File: src/rtl/hilo_pkg.sv
`timescale 1ns/1ps
package hilo_pkg;

  localparam int OP_W = 4;

  typedef enum logic [OP_W-1:0] {
    OP_MULT  = 4'd0,
    OP_MULTU = 4'd1,
    OP_DIV   = 4'd2,
    OP_DIVU  = 4'd3,
    OP_MADD  = 4'd4,
    OP_MADDU = 4'd5,
    OP_MSUB  = 4'd6,
    OP_MSUBU = 4'd7,
    OP_MUL3  = 4'd8,
    OP_RDHI  = 4'd9,
    OP_RDLO  = 4'd10,
    OP_WRHI  = 4'd11,
    OP_WRLO  = 4'd12
  } mdu_op_e;

  function automatic logic op_known(logic [OP_W-1:0] op);
    return op <= OP_WRLO;
  endfunction

  function automatic logic op_uses_hilo(logic [OP_W-1:0] op);
    return op_known(op) && (op != OP_MUL3);
  endfunction

  function automatic logic op_returns(logic [OP_W-1:0] op);
    return (op == OP_RDHI) || (op == OP_RDLO) || (op == OP_MUL3);
  endfunction

  function automatic logic op_signed_mul(logic [OP_W-1:0] op);
    return (op == OP_MULT) || (op == OP_MADD) || (op == OP_MSUB) || (op == OP_MUL3);
  endfunction

  function automatic logic op_is_div(logic [OP_W-1:0] op);
    return (op == OP_DIV) || (op == OP_DIVU);
  endfunction

  function automatic logic op_is_acc(logic [OP_W-1:0] op);
    return (op == OP_MADD) || (op == OP_MADDU) || (op == OP_MSUB) || (op == OP_MSUBU);
  endfunction

endpackage

File: src/rtl/hilo_mac.sv
`timescale 1ns/1ps
module hilo_mac #(
  parameter int W = 32,
  localparam int DW = 2 * W
) (
  input  logic [W-1:0]  a_i,
  input  logic [W-1:0]  b_i,
  input  logic          sgn_i,
  input  logic          sub_i,
  input  logic [DW-1:0] acc_i,
  output logic [DW-1:0] prod_o,
  output logic [DW-1:0] acc_next_o
);

  function automatic logic [DW-1:0] widen(logic [W-1:0] v, logic s);
    return s ? {{W{v[W-1]}}, v} : {{W{1'b0}}, v};
  endfunction

  function automatic logic [DW-1:0] full_mul(logic [W-1:0] a, logic [W-1:0] b, logic s);
    logic [DW-1:0] wa;
    logic [DW-1:0] wb;
    wa = widen(a, s);
    wb = widen(b, s);
    return wa * wb;
  endfunction

  function automatic logic [DW-1:0] accumulate(logic [DW-1:0] acc, logic [DW-1:0] p, logic sub);
    return sub ? (acc - p) : (acc + p);
  endfunction

  always_comb begin
    prod_o     = full_mul(a_i, b_i, sgn_i);
    acc_next_o = accumulate(acc_i, prod_o, sub_i);
  end

endmodule

File: src/rtl/hilo_divider.sv
`timescale 1ns/1ps
module hilo_divider #(
  parameter int W = 32,
  localparam int CW = $clog2(W + 1)
) (
  input  logic         clk,
  input  logic         rst_n,
  input  logic         load_i,
  input  logic         sgn_i,
  input  logic [W-1:0] dividend_i,
  input  logic [W-1:0] divisor_i,
  output logic         busy_o,
  output logic         done_o,
  output logic [W-1:0] quo_o,
  output logic [W-1:0] rem_o
);

  logic          busy_q;
  logic [CW-1:0] cnt_q;
  logic [W-1:0]  rem_q, quo_q, dvs_q, dvd_q;
  logic          negq_q, negr_q, zero_q;

  logic [W:0]    trial;
  logic          take;
  logic [W-1:0]  rem_n, quo_n;

  function automatic logic [W-1:0] magnitude(logic [W-1:0] v, logic s);
    return (s && v[W-1]) ? (~v + 1'b1) : v;
  endfunction

  function automatic logic [W-1:0] apply_sign(logic [W-1:0] v, logic neg);
    return neg ? (~v + 1'b1) : v;
  endfunction

  // one restoring step per cycle
  always_comb begin
    trial = {rem_q, quo_q[W-1]} - {1'b0, dvs_q};
    take  = ~trial[W];
    rem_n = take ? trial[W-1:0] : {rem_q[W-2:0], quo_q[W-1]};
    quo_n = {quo_q[W-2:0], take};
  end

  assign busy_o = busy_q;
  assign done_o = busy_q && (cnt_q == CW'(1));
  assign quo_o  = zero_q ? {W{1'b1}} : apply_sign(quo_n, negq_q);
  assign rem_o  = zero_q ? dvd_q     : apply_sign(rem_n, negr_q);

  always_ff @(posedge clk or negedge rst_n) begin
    if (!rst_n) begin
      busy_q <= 1'b0;
      cnt_q  <= '0;
      rem_q  <= '0;
      quo_q  <= '0;
      dvs_q  <= '0;
      dvd_q  <= '0;
      negq_q <= 1'b0;
      negr_q <= 1'b0;
      zero_q <= 1'b0;
    end else if (load_i) begin
      busy_q <= 1'b1;
      cnt_q  <= CW'(W);
      rem_q  <= '0;
      quo_q  <= magnitude(dividend_i, sgn_i);
      dvs_q  <= magnitude(divisor_i, sgn_i);
      dvd_q  <= dividend_i;
      negq_q <= sgn_i && (dividend_i[W-1] ^ divisor_i[W-1]);
      negr_q <= sgn_i && dividend_i[W-1];
      zero_q <= (divisor_i == '0);
    end else if (busy_q) begin
      rem_q  <= rem_n;
      quo_q  <= quo_n;
      cnt_q  <= cnt_q - 1'b1;
      if (cnt_q == CW'(1)) busy_q <= 1'b0;
    end
  end

  AST_NO_RELOAD_WHILE_BUSY: assert property (@(posedge clk) disable iff (!rst_n)
    load_i |-> !busy_q) else $error("divide restarted while running");

endmodule

File: src/rtl/hilo_muldiv.sv
`timescale 1ns/1ps
module hilo_muldiv
  import hilo_pkg::*;
#(
  parameter int W = 32,
  localparam int DW = 2 * W
) (
  input  logic            clk,
  input  logic            rst_n,
  input  logic            start_i,
  input  logic [OP_W-1:0] op_i,
  input  logic [W-1:0]    rs_i,
  input  logic [W-1:0]    rt_i,
  output logic            busy_o,
  output logic            stall_o,
  output logic            res_valid_o,
  output logic [W-1:0]    res_o
);

  logic [W-1:0]  hi_q, lo_q, res_q;
  logic          rv_q;
  logic          accept;
  logic          div_busy, div_done, div_load;
  logic [W-1:0]  div_quo, div_rem;
  logic [DW-1:0] prod, acc_next;

  assign stall_o = start_i && div_busy && op_uses_hilo(op_i);
  assign accept  = start_i && op_known(op_i) && !stall_o;
  assign div_load = accept && op_is_div(op_i);

  hilo_mac #(.W(W)) u_mac (
    .a_i        (rs_i),
    .b_i        (rt_i),
    .sgn_i      (op_signed_mul(op_i)),
    .sub_i      ((op_i == OP_MSUB) || (op_i == OP_MSUBU)),
    .acc_i      ({hi_q, lo_q}),
    .prod_o     (prod),
    .acc_next_o (acc_next)
  );

  hilo_divider #(.W(W)) u_div (
    .clk        (clk),
    .rst_n      (rst_n),
    .load_i     (div_load),
    .sgn_i      (op_i == OP_DIV),
    .dividend_i (rs_i),
    .divisor_i  (rt_i),
    .busy_o     (div_busy),
    .done_o     (div_done),
    .quo_o      (div_quo),
    .rem_o      (div_rem)
  );

  always_ff @(posedge clk or negedge rst_n) begin
    if (!rst_n) begin
      hi_q  <= '0;
      lo_q  <= '0;
      res_q <= '0;
      rv_q  <= 1'b0;
    end else begin
      rv_q <= accept && op_returns(op_i);
      if (accept) begin
        unique case (op_i)
          OP_RDHI: res_q <= hi_q;
          OP_RDLO: res_q <= lo_q;
          OP_MUL3: res_q <= prod[W-1:0];
          default: ;
        endcase
      end
      if (div_done) begin
        hi_q <= div_rem;
        lo_q <= div_quo;
      end else if (accept) begin
        if ((op_i == OP_MULT) || (op_i == OP_MULTU)) begin
          {hi_q, lo_q} <= prod;
        end else if (op_is_acc(op_i)) begin
          {hi_q, lo_q} <= acc_next;
        end else if (op_i == OP_WRHI) begin
          hi_q <= rs_i;
        end else if (op_i == OP_WRLO) begin
          lo_q <= rs_i;
        end
      end
    end
  end

  assign busy_o      = div_busy;
  assign res_valid_o = rv_q;
  assign res_o       = res_q;

  AST_STALL_HOLDS_HILO: assert property (@(posedge clk) disable iff (!rst_n)
    (stall_o && !div_done) |=> ($stable(hi_q) && $stable(lo_q))) else $error("HI/LO moved under stall");
  AST_STALL_NO_RESULT: assert property (@(posedge clk) disable iff (!rst_n)
    stall_o |=> !res_valid_o) else $error("result raised for a stalled request");
  AST_BUSY_ENDS_ON_DONE: assert property (@(posedge clk) disable iff (!rst_n)
    $fell(busy_o) |-> $past(div_done)) else $error("busy fell without divide completion");
  AST_HILO_WRITE_SOURCE: assert property (@(posedge clk) disable iff (!rst_n)
    !$stable({hi_q, lo_q}) |-> $past(accept || div_done)) else $error("HI/LO changed with no cause");

endmodule

File: config.mk
export PLATFORM = sky130hd
export DESIGN_NAME = hilo_muldiv
export DESIGN_NICKNAME = d
export VERILOG_FILES = /design/src/rtl/hilo_pkg.sv /design/src/rtl/hilo_mac.sv /design/src/rtl/hilo_divider.sv /design/src/rtl/hilo_muldiv.sv
export SDC_FILE = /design/constraint.sdc
export NUM_CORES = 2
export LEC_CHECK = 0
export ABC_AREA = 1
export BUFFER_PORTS_ARGS = -buffer_cell sky130_fd_sc_hd__buf_2
export CORE_ASPECT_RATIO = 1.4
export CORE_MARGIN = 5
export CORE_UTILIZATION = 67
export CTS_CLUSTER_DIAMETER = 50
export DETAILED_ROUTE_END_ITERATION = 8
export PLACE_DENSITY = 0.84
export REMOVE_ABC_BUFFERS = 1
export SLEW_MARGIN = 10
export SYNTH_ARGS = -nofsm -noshare
export SYNTH_HDL_FRONTEND = slang
export SYNTH_SLANG_ARGS = --single-unit
File: constraint.sdc
create_clock -name clk -period 4.6 [get_ports clk]
set_input_delay 0.69 -clock clk [delete_from_list [all_inputs] [get_ports clk]]
set_output_delay 0.69 -clock clk [all_outputs]
set_load 0.01 [all_outputs]
==> flow_metrics.tcl, run 1 <==
set metrics [dict create \
    outcome "aborted with a tool error" \
    failing_step "5_1_grt" \
    firstError "[ERROR GRT-0116] Global routing finished with congestion. Check the congestion regions in the DRC Viewer." \
    yosysTopAreaCellShare_pct 39.8 \
    grt_max_degree 113 \
    ctsRootBufferMaster "clkbuf_16" \
    synth-edff-count 0 \
    htree_levels 1 \
    yosys_most_used_dff "dfrtp_1" \
    synth_compound_area_share_pct 8.46 \
    grt_pass1_wl_mm 640 \
    dp_hpwl_mm 254 \
    boundaryPins 106 \
    synth_top_family_by_area "adder cells" \
    dp_cells 12100 \
    rows 142 \
    ys_types 68 \
    clk_path_buf_depth 3 \
    port_buffers 105 \
    yosysSeqAreaShare_pct 8.20 \
    clkSinkCount 235 \
    track_usage_pct 76.1 \
    synthTopCellsByArea "fa_1 (40%), inv_1 (13%), nand2_1 (11%)" \
    synth.avg_cell_area_um2 7.57 \
    die_h_um 397 \
    synth_area_um2 71700 \
    grt_pass1_vias 96100 \
    synth_top_area_cell "fa_1" \
    post_dp_cell_area_um2 84400 \
    numCtsBuffers 26 \
    place.gp.congestion 1.13 \
    start_util_pct 67.3 \
    synthMuxAreaShare_pct 0 \
    synth-seq-cells 235 \
    synth-adder-area-share_pct 46.9 \
    synth_cells 9471 \
    synthSimpleGateAreaFrac_pct 18.1 \
    yosysWarningCount 0 \
    async_reset_ff_share_pct 100 \
    hold_buffers 0 \
    fp.dieW_um 286 \
    grt_overflow 519 \
    yosys.area_share.xor_xnor_pct 2.67 \
]
-- cell families after synthesis --
kind of cell / after synthesis
XOR/XNOR: 216
buffers and inverters: 2981
AND/OR/NAND/NOR: 3167
adder cells (fa/ha/maj): 1831
flip-flops: 235
AO/OA/AOI/OAI: 1041
-- synth_stat cells, types with 21 or more instances --
master and n:
inv_1 2573, nand2_1 2156, fa_1 1426, nor2_1 514, ha_1 405, a21oi_1 352, o21ai_0 344, clkbuf_1 283
dfrtp_1 235, nand3_1 207, xor2_1 140, buf_1 86, nor3_1 78, xnor2_1 74, a31oi_1 53, o22ai_1 47
nand4_1 41, or2_2 35, nand2_2 33, o221ai_1 30, nor2_2 28, o21ai_1 23, o21bai_1 22, o211ai_1 21
-- per-stage QoR --
stage               setup TNS (ps)  worst slack [ps]  util (%)
floorplan                  -615440             -6920         -
global placement           -457240             -7390      79.2
detailed placement         -477600             -7760      79.2
CTS                        -374570             -6150      85.5
-- per-layer routing --
metal	GRT usage, %	overflow
met1	73.1	29
met2	93.5	263
met3	57.9	19
met4	83.8	202
met5	32.0	6
-- what timing repair did --
item	CTS
resized for setup	1102
cloned	9
setup buffers	212
endpoints found under the setup margin	88
pin swaps	318
==> inputs of run 2 (changes only) <==
--- a/config.mk
+++ b/config.mk
@@ -7,12 +7,10 @@
 export LEC_CHECK = 0
 export ABC_AREA = 1
 export BUFFER_PORTS_ARGS = -buffer_cell sky130_fd_sc_hd__buf_2
-export CORE_ASPECT_RATIO = 1.4
 export CORE_MARGIN = 5
-export CORE_UTILIZATION = 67
-export CTS_CLUSTER_DIAMETER = 50
+export CORE_UTILIZATION = 40
 export DETAILED_ROUTE_END_ITERATION = 8
-export PLACE_DENSITY = 0.84
+export PLACE_DENSITY_LB_ADDON = 0.15
 export REMOVE_ABC_BUFFERS = 1
 export SLEW_MARGIN = 10
 export SYNTH_ARGS = -nofsm -noshare
==> run 2 against run 1 <==
The flow now finishes, with violations (setup timing). Synthesized area unchanged. Synthesized cell count unchanged.
==> flow_metrics.tcl, run 2 <==
set metrics [dict create \
    outcome "finished, violations left" \
    violations "setup timing" \
    setup_violations 87 \
    cts_tree "yes" \
    startpoint_type "input pin" \
    cap_violations 0 \
    final-hold-violation-count 0 \
    whs_ps 131 \
    slew_headroom_pct 39.2 \
    coreArea_um2 178000 \
    htree_levels 1 \
    worstMarginPinSlew_ps 912 \
    crit_path_max_incr_delay_ps 590 \
    fp.dieW_um 433 \
    worstPathMaxFanout 9 \
    yosysMostFrequentCell "inv_1" \
    port_buffers 105 \
    ys_types 68 \
    numCtsBuffers 29 \
    place.gp.congestion 0.994 \
    maxClockFrequency_ghz 0.0915 \
    required_ps 5120 \
    crit_path_frequent_cell "fa_1" \
    grt_overflow 0 \
    r2r_slack_ps 10 \
    rsz0062_at_grt "yes" \
    drv_slew 0 \
    dr.pass1.iters 6 \
    skew_ps 36.6 \
    multi_input_area_um2 57400 \
    cp-startpoint "op_i[2]" \
    viasPerCell 5.00 \
    grt_antenna_before_repair 4 \
    dr.first_iter.drc_count 4858 \
    synth_top_area_cell "fa_1" \
    fin_nets 12800 \
    synth-seq-cells 235 \
    drive_gt1_share_pct 22.8 \
    synth_area_um2 71700 \
    synth.avg_cell_area_um2 7.57 \
    die_area_um2 188000 \
    async_reset_ff_share_pct 100 \
    dp_hpwl_mm 254 \
    grt_pass1_vias 70200 \
    endpoint "hi_q[26]" \
    routed_wl_mm 288 \
    synth-edff-count 0 \
    yosysWarningCount 0 \
    netlist_top_cells_count "inv_1 (2,573), nand2_1 (2,156), fa_1 (1,426), nor2_1 (514), ha_1 (405)" \
    clkSinkCount 235 \
    arrival_ps 11450 \
    yosysSeqAreaShare_pct 8.20 \
    synth_cells 9471 \
    slowest_stage "fa_1" \
    rows 155 \
    yosys_most_used_dff "dfrtp_1" \
    grt_pass1_wl_mm 436 \
    seqCellArea_um2 5880 \
    boundaryPins 106 \
    yosysTopAreaCellShare_pct 39.8 \
    vias 66200 \
    drcViolationCount 0 \
    clk_path_buf_depth 3 \
    post_drt_wl_per_cell_um 21.8 \
    final_common_cell "inv_1" \
    worst_setup_path_end_kind "flip-flop" \
    areaGrowthSynthToFinish_pct 26.9 \
    worst-setup-path-type "in2reg" \
    layout_common_cells "inv_1 (2,553), nand2_1 (2,065), buf_4 (1,548)" \
    synthTopCellsByArea "fa_1 (40%), inv_1 (13%), nand2_1 (11%)" \
    die_h_um 433 \
    track_usage_pct 30.9 \
    period_needed_ps 10920 \
    clk_pin_slew_ps 70 \
    start_util_pct 40.2 \
    fin_crit_sh_pct 237 \
    grt_max_degree 106 \
    worstRegToRegCells 28 \
    setup_ws_ps -6320 \
    hold_class "in2async" \
    worstReg2RegEnd "hi_q[27]" \
    drtAntennaViolNets 0 \
    crit-reg2reg-launch "u_div.quo_q[31]" \
    clkLatencyLatePin_ps 630 \
    fillerInstances 17900 \
    ctsRootBufferMaster "clkbuf_16" \
    hold_buffers 0 \
]
[run 2: cell counts after synthesis]
Identical to the previous run, type by type.
[run 2: repair_timing]
| action | 4_1_cts | 5_1_grt |
|---|---|---|
| hold endpoints to repair | 0 | 0 |
| pin swaps | 78 | 101 |
| setup buffers | 24 | 20 |
| gates resized for setup | 460 | 292 |
| cloned | 0 | 0 |
| endpoints found under the setup margin | 87 | 88 |
[run 2: through the flow]
stage	worst slack, ps	utilization, %	std cells	TNS (ps)	cell area, um2
global route	-6820	51.0	13200	-407110	91000
CTS	-6380	50.2	13200	-375770	89600
floorplan	-6920	-	9087	-615440	70200
global placement	-7920	48.5	13100	-477750	86500
detailed placement	-7850	48.5	13100	-477390	86500
finish	-6320	51.0	13200	-373700	91000
[run 2: how the worst min path moves through the flow]
stage	startpoint	end	slack, ps	cells after the start
floorplan	rst_n	hi_q[0]	390	0
global placement	u_div.dvd_q[8]	u_div.dvd_q[8]	450	2
detailed placement	u_div.dvd_q[8]	u_div.dvd_q[8]	460	2
CTS	rst_n	res_o[4]	150	1
global route	rst_n	res_o[5]	210	1
finish	rst_n	res_o[4]	130	1
[run 2: per-layer routing]
layer / up-vias / track usage (%) / part of all wire (%)
li1: 30600 / - / -
met1: 33200 / 39.7 / 42
met2: 1895 / 53.8 / 48
met3: 487 / 3.19 / 5.1
met4: 2 / 11.5 / 4.7
met5: - / 0 / 0.0031
[run 2: kinds of logic (layout without fill, tap and decap cells)]
family                   Yosys count  in the layout  synth area share, %
other                              0              1                    0
buffers and inverters           2981           4383                 15.7
flip-flops                       235            235                 8.20
XOR/XNOR                         216            216                 2.67
AND/OR/NAND/NOR                 3167           3167                 18.1
adder cells (fa/ha/maj)         1831           1831                 46.9
AO/OA/AOI/OAI                   1041           1041                 8.46
[run 2: critical path, delay by kind of cell]
family / cells / cell delay [ps]
fa+ha+maj: 12 / 5730
compound gates: 11 / 1530
buf+inv: 14 / 1580
simple gates: 12 / 1420
xor+xnor: 2 / 460
[run 2: area by class of cell]
| type | count | area share [%] |
|---|---|---|
| Multi-Input combinational cell | 6255 | 63.1 |
| Sequential cell | 235 | 6.46 |
| Clock buffer | 38 | 0.912 |
| Clock inverter | 15 | 0.287 |
| Tap cell | 2355 | 3.24 |
| Timing Repair Buffer | 1733 | 15.3 |
| Inverter | 2597 | 10.7 |
| Antenna cell | 1 | 0.00275 |
Power of run 2 is not shown: default switching activity piles up to over one toggle a cycle in this logic, so the estimate is an artifact.
